## src/rtl/cfg_xlate_pkg.sv

```systemverilog
package cfg_xlate_pkg;
  localparam int TYPE_W = 5;
  localparam logic [TYPE_W-1:0] XT_CFG_T0 = 5'h04;
  localparam logic [TYPE_W-1:0] XT_CFG_T1 = 5'h05;

  typedef enum logic {
    WIN_LOCAL = 1'b0,
    WIN_CFG   = 1'b1
  } win_e;
endpackage

```

## src/rtl/cfg_bdf_filter.sv

```systemverilog
module cfg_bdf_filter #(
  parameter int BUS_W        = 8,
  parameter int DEV_W        = 5,
  parameter int BUS0_MAX_DEV = 1,
  parameter int BUS1_MAX_DEV = 0
) (
  input  logic [BUS_W-1:0] bus,
  input  logic [DEV_W-1:0] dev,
  output logic             bad
);
  localparam logic [DEV_W-1:0] LIM0 = DEV_W'(BUS0_MAX_DEV);
  localparam logic [DEV_W-1:0] LIM1 = DEV_W'(BUS1_MAX_DEV);

  always_comb begin
    bad = 1'b0;
    if (bus == BUS_W'(0) && dev > LIM0) bad = 1'b1;
    if (bus == BUS_W'(1) && dev > LIM1) bad = 1'b1;
  end
endmodule

```

## src/rtl/cfg_xlate_encode.sv

```systemverilog
module cfg_xlate_encode
  import cfg_xlate_pkg::*;
#(
  parameter int BUS_W      = 8,
  parameter int DEV_W      = 5,
  parameter int FN_W       = 3,
  parameter int OFS_W      = 12,
  parameter int DATA_W     = 32,
  parameter int T1_BUS_MIN = 2
) (
  input  logic [BUS_W-1:0]  bus,
  input  logic [DEV_W-1:0]  dev,
  input  logic [FN_W-1:0]   fn,
  input  logic [OFS_W-1:0]  ofs,
  output logic              win,
  output logic [TYPE_W-1:0] xtype,
  output logic [DATA_W-1:0] target,
  output logic [OFS_W-1:0]  ofs_al
);
  localparam int BDF_W   = BUS_W + DEV_W + FN_W;
  localparam int TGT_LSB = DATA_W - BDF_W;

  logic [BDF_W-1:0] bdf;
  assign bdf = {bus, dev, fn};

  always_comb begin
    xtype  = (bus < BUS_W'(T1_BUS_MIN)) ? XT_CFG_T0 : XT_CFG_T1;
    win    = (bus == '0) ? WIN_LOCAL : WIN_CFG;
    target = '0;
    if (bus != '0) target[DATA_W-1:TGT_LSB] = bdf;
    ofs_al = {ofs[OFS_W-1:2], 2'b00};
  end
endmodule

```

## src/rtl/cfg_xlate.sv

```systemverilog
module cfg_xlate
  import cfg_xlate_pkg::*;
#(
  parameter int BUS_W        = 8,
  parameter int DEV_W        = 5,
  parameter int FN_W         = 3,
  parameter int OFS_W        = 12,
  parameter int DATA_W       = 32,
  parameter int BUS0_MAX_DEV = 1,
  parameter int BUS1_MAX_DEV = 0,
  parameter int T1_BUS_MIN   = 2
) (
  input  logic              clk,
  input  logic              rst,
  input  logic              req_valid,
  input  logic              req_write,
  input  logic [BUS_W-1:0]  req_bus,
  input  logic [DEV_W-1:0]  req_dev,
  input  logic [FN_W-1:0]   req_func,
  input  logic [OFS_W-1:0]  req_offset,
  output logic              out_valid,
  output logic              out_window,
  output logic [4:0]        out_type,
  output logic [DATA_W-1:0] out_target,
  output logic [OFS_W-1:0]  out_offset,
  output logic [DATA_W-1:0] out_ctrl,
  output logic              out_invalid,
  output logic              out_rd_ones,
  output logic [DATA_W-1:0] out_rd_fill,
  output logic              out_wr_err,
  output logic              out_wr_go
);
  localparam logic [DATA_W-1:0] CTRL_EN = DATA_W'(1) << (DATA_W - 1);

  logic              bad;
  logic              n_win;
  logic [TYPE_W-1:0] n_type;
  logic [DATA_W-1:0] n_target;
  logic [OFS_W-1:0]  n_ofs;

  cfg_bdf_filter #(
    .BUS_W(BUS_W), .DEV_W(DEV_W),
    .BUS0_MAX_DEV(BUS0_MAX_DEV), .BUS1_MAX_DEV(BUS1_MAX_DEV)
  ) u_filter (
    .bus(req_bus), .dev(req_dev), .bad(bad)
  );

  cfg_xlate_encode #(
    .BUS_W(BUS_W), .DEV_W(DEV_W), .FN_W(FN_W), .OFS_W(OFS_W),
    .DATA_W(DATA_W), .T1_BUS_MIN(T1_BUS_MIN)
  ) u_encode (
    .bus(req_bus), .dev(req_dev), .fn(req_func), .ofs(req_offset),
    .win(n_win), .xtype(n_type), .target(n_target), .ofs_al(n_ofs)
  );

  always_ff @(posedge clk) begin
    if (rst) begin
      out_valid   <= 1'b0;
      out_invalid <= 1'b0;
      out_rd_ones <= 1'b0;
      out_wr_err  <= 1'b0;
      out_wr_go   <= 1'b0;
      out_window  <= 1'b0;
      out_type    <= '0;
      out_target  <= '0;
      out_offset  <= '0;
      out_ctrl    <= '0;
      out_rd_fill <= '0;
    end else begin
      out_valid   <= req_valid;
      out_invalid <= req_valid & bad;
      out_rd_ones <= req_valid & bad & ~req_write;
      out_wr_err  <= req_valid & bad & req_write;
      out_wr_go   <= req_valid & ~bad & req_write;
      if (req_valid) begin
        out_window  <= n_win;
        out_type    <= n_type;
        out_target  <= n_target;
        out_offset  <= n_ofs;
        out_ctrl    <= bad ? '0 : CTRL_EN;
        out_rd_fill <= (bad && !req_write) ? '1 : '0;
      end
    end
  end


  valid_follow_chk: assert property (@(posedge clk) disable iff (rst)
    req_valid |=> out_valid);

  idle_flags_chk: assert property (@(posedge clk) disable iff (rst)
    !req_valid |=> !out_valid && !out_invalid && !out_wr_go && !out_wr_err);

  idle_hold_chk: assert property (@(posedge clk) disable iff (rst)
    !req_valid |=> $stable(out_target) && $stable(out_offset) && $stable(out_ctrl));

  type_sel_chk: assert property (@(posedge clk) disable iff (rst)
    req_valid |=> out_type == (($past(req_bus) < BUS_W'(T1_BUS_MIN)) ? XT_CFG_T0 : XT_CFG_T1));

  ofs_align_chk: assert property (@(posedge clk) disable iff (rst)
    req_valid |=> out_offset[1:0] == 2'b00 && out_offset[OFS_W-1:2] == $past(req_offset[OFS_W-1:2]));

  outcome_excl_chk: assert property (@(posedge clk) disable iff (rst)
    $onehot0({out_rd_ones, out_wr_err, out_wr_go}));

  fill_ones_chk: assert property (@(posedge clk) disable iff (rst)
    out_rd_ones |-> out_rd_fill == '1);

  ctrl_off_chk: assert property (@(posedge clk) disable iff (rst)
    out_invalid |-> out_ctrl == '0);
endmodule

```

## config.mk

```make
export PLATFORM = sky130hd
export DESIGN_NAME = cfg_xlate
export DESIGN_NICKNAME = d
export VERILOG_FILES = /design/src/rtl/cfg_xlate_pkg.sv /design/src/rtl/cfg_bdf_filter.sv /design/src/rtl/cfg_xlate_encode.sv /design/src/rtl/cfg_xlate.sv
export SDC_FILE = /design/constraint.sdc
export NUM_CORES = 1
export LEC_CHECK = 0
export ABC_AREA = 1
export BUFFER_PORTS_ARGS = -buffer_cell sky130_fd_sc_hd__buf_2
export CORE_ASPECT_RATIO = 1.5
export CORE_MARGIN = 2
export CORE_UTILIZATION = 43
export CTS_CLUSTER_DIAMETER = 40
export DETAILED_ROUTE_END_ITERATION = 10
export PLACE_DENSITY = 0.89
export SYNTH_ARGS = -nofsm -noshare
export SYNTH_HDL_FRONTEND = slang
export SYNTH_SLANG_ARGS = --single-unit
```

## constraint.sdc

```tcl
create_clock -name clk -period 2.85 [get_ports clk]
set_input_delay 0.57 -clock clk [delete_from_list [all_inputs] [get_ports clk]]
set_output_delay 0.57 -clock clk [all_outputs]
set_load 0.1 [all_outputs]
```

==> Word level (Yosys, flattened, before mapping) <==
Cells that the tools add are included.
{ "word_totals": {"ff_bits": 101, "in_bits": 32} }
{ "op_classes": {"n_lt_le_gt_ge": 3, "n_eq_ne": 1, "muxes": 7, "bitwise_logic": 7, "n_reduce_logical": 6} }
{ "ops": {"columns": ["operator", "n"], "rows": [
  ["two-way mux 32 bit", 2],
  ["two-way mux 16 bit", 1],
  ["greater-than comparator 5 x 1 -> 1 bit (second input constant)", 2],
  ["equality test 8 x 1 -> 1 bit (second input constant)", 1],
  ["zero test 8 bit", 1],
  ["less-than comparator 8 x 2 -> 1 bit (second input constant)", 1],
  ["nonzero test 8 bit", 1],
  ["AND 1 bit", 5],
  ["two-way mux 1 bit", 4],
  ["logical AND 1 bit", 3],
  ["inverter 1 bit", 2],
  ["zero test 1 bit", 1]
]} }

==> Longest topological paths before layout <==
{ "logic_depth": {"depth_word": 7, "depth_mapped": 7} }

==> Cells and area by module <==
From an unflattened synthesis, not the netlist that was laid out.
{ "hier_totals": {"hier_cells": 390, "hier_area_um2": 2926.6} }
{ "modules_own_cells": {"columns": ["module", "instances", "cells_per_inst", "area_each_um2"], "rows": [
  ["cfg_xlate", 1, 301, 2457.4],
  ["cfg_xlate_encode", 1, 68, 385.4],
  ["cfg_bdf_filter", 1, 21, 83.8]
]} }

==> Worst setup path before layout <==
No wires, ideal clock.
{ "synth_path": {"path_kind": "register to output", "startpoint": "register out_rd_fill[30] (netlist name)", "endpoint": "output port out_rd_fill[10]", "arrival_ns": 1.913, "required_time_ns": 2.280, "setup_slack_ns": 0.367, "path_stages_with_launch": 2, "n_path_buf": 1, "path_cell_list": "dfxtp_1 buf_4"} }
{ "synth_rtl": {"columns": ["item", "line_no", "source"], "rows": [
  ["to (decl)", "cfg_xlate.sv:29", "output logic [DATA_W-1:0] out_rd_fill,"]
]} }

==> results.json <==
{
  "run_status": "finished, final reports clean",
  "synth_xor_area_share_pct": 0,
  "wl_per_cell_um": 10.6,
  "synth_cell_types": 22,
  "port_buffers": 96,
  "drcViolationCount": 0,
  "cts.clk_slew.worst_paths_ps": 70,
  "drive_gt1_share_pct": 37.6,
  "period_share_pct": 78.2,
  "nets": 342,
  "critical_path.max_stage_delay_ps": 820,
  "cts_resized": 0,
  "worstPathCellList": "buf_2",
  "yosysWarnings": 0,
  "postCtsSetupBuffers": 0,
  "first_global_vias": 1289,
  "avgSynthCellArea_um2": 7.97,
  "die_y_um": 86.7,
  "cap_violations": 0,
  "startpoint_type": "register",
  "synthMuxAreaShare_pct": 0,
  "final.min_clock_period_ps": 2230,
  "coreArea_mm2": 0.00447,
  "synth_ff_type": "dfxtp_1",
  "finalNonFillerCells": 359,
  "vias": 1534,
  "ant_nets": 0,
  "initial_core_util_pct": 43.9,
  "synth_fa_ha_area_share_pct": 0,
  "worstSkewPairLatency_ps": 280,
  "dpl.hpwl_mm": 3.01,
  "dr.pass1.iters": 4,
  "power_density_mw_per_mm2": 755,
  "clock_sinks": 36,
  "critPathRequiredTime_ps": 2280,
  "synth-simple-area-share_pct": 18.1,
  "ioPinCount": 151,
  "rsz0062_at_grt": "false",
  "h-tree-depth": 2,
  "layout_commonest_cell": "buf_2",
  "antenna_cells": 0,
  "critical_path_class": "register to output port",
  "grt_max_degree": 34,
  "ctsRootBufferMaster": "clkbuf_8",
  "die_area_mm2": 0.00513,
  "vdd_drop_max_v": 0.000406,
  "numCtsBuffers": 5,
  "synth-seq-cells": 36,
  "place_congestion": 0.722,
  "die_w_um": 59.1,
  "antenna_found_initial": 0,
  "arrival_ps": 1660,
  "path_delay_family": "flip-flops",
  "maxSlewHeadroom_pct": 49.2,
  "fmax_ghz": 0.449,
  "grtUsageTotal_pct": 14.6,
  "cts_tree": "built",
  "synthArstFlopShare_pct": 0,
  "grt_pass1_wl_mm": 5.71,
  "finClkSkew_ps": 0,
  "hold_class": "register to register",
  "netlist_instances": 246,
  "worst_slew_pin_slew_ps": 760,
  "synth_area_mm2": 0.00196,
  "drt_iter0_drc": 26,
  "ctsLongestPathBuffers": 2,
  "seq_area_frac_synth_pct": 36.8,
  "grt_overflow": 0,
  "setup_viol": 0,
  "synth_top_family_by_area": "buffers and inverters",
  "totalNegativeSetupSlack_ps": 0,
  "area_growth_pct": 8.93,
  "endpoint_kind": "output port",
  "postCtsHoldBufs": 0,
  "layout_common_cells": "buf_2 (96), conb_1 (52), nor2_1 (39)",
  "critical_path_buf_inv_count": 1,
  "synth_compound_area_share_pct": 8.74,
  "placed_cells": 351,
  "worstPathMaxFanout": 33,
  "fp-row-count": 30,
  "maxSlewViolCount": 0,
  "hold_violations": 0,
  "synth_edf_count": 0,
  "critPathSlowestCell": "dfxtp_1",
  "leakage_nw": 1.25,
  "avgViaCountPerCell": 4.27,
  "wirelength_mm": 3.81
}
cell usage after synthesis, types with 3 or more instances:
master   number  area share (%)
dfxtp_1      36              37
nor2_2        4             1.3
inv_1         8             1.5
nand2_1      22             4.2
nand2_2       3            0.96
buf_2         4             1.0
buf_4        84              32
o21ai_0      19             4.8
a21oi_1      12             3.1
nor2_1       39             7.5
final timing paths:
check / endpoint / cells past startpoint / slack (ps) / from
setup reg to reg: out_rd_fill[30]$_SDFFE_PP0P_ / 2 / 1730 / out_rd_fill[30]$_SDFFE_PP0P_
hold reg to reg: out_type[2]$_SDFFE_PP0P_ / 2 / 460 / out_type[2]$_SDFFE_PP0P_
setup / recovery: out_rd_fill[5] / 1 / 620 / out_rd_fill[30]$_SDFFE_PP0P_
hold / removal: out_type[2]$_SDFFE_PP0P_ / 2 / 460 / out_type[2]$_SDFFE_PP0P_
metal layers:
layer	wire [um]	global-route usage [%]	vias up
met5	0	0	-
met4	86	7.64	0
li1	-	-	755
met1	1430	14.9	661
met2	1940	26.3	108
met3	361	4.03	10
logic make-up after synthesis:
group / after synthesis
AO/OA/AOI/OAI: 33
buffers and inverters: 100
other: 1
flip-flops: 36
AND/OR/NAND/NOR: 76
area by class of cell:
cell class	count	area, um^2
repair buffers	97	488
multi-input cells	161	721
well taps	48	60.1
flip-flops and latches	36	721
inverters	9	38.8
fillers	444	2330
clock buffers	6	72.6
clock inverters	2	35.0
flip-flops by register name (all words and copies together), names as in the netlist:
| name | cells |
|---|---|
| out_wr_err | 1 |
| out_window | 1 |
| out_wr_go | 1 |
| out_valid | 1 |
| out_offset | 10 |
| out_rd_fill | 1 |
| out_invalid | 1 |
| out_rd_ones | 1 |
| out_type | 2 |
| out_ctrl | 1 |
| out_target | 16 |
power by group:
part / switching (mW) / internal [mW]
sequential: 0.0125 / 0.532
clock: 0.175 / 0.259
combinational: 0.578 / 0.0547
metrics by stage:
step / utilization, % / cell area (um^2) / worst slack (ps) / power (mW) / hold WS, ps
CTS: 47.8 / 2140 / 579 / 1.63 / 468
finish: 47.8 / 2140 / 622 / 1.61 / 460
global placement: 45.4 / 2030 / 942 / 1.18 / 447
global route: 47.8 / 2140 / 458 / 1.66 / 484
floorplan: - / 2150 / 367 / 1.18 / 648
detailed placement: 45.4 / 2030 / 896 / 1.19 / 450
No activity file was read; power rests on OpenSTA's default activity.
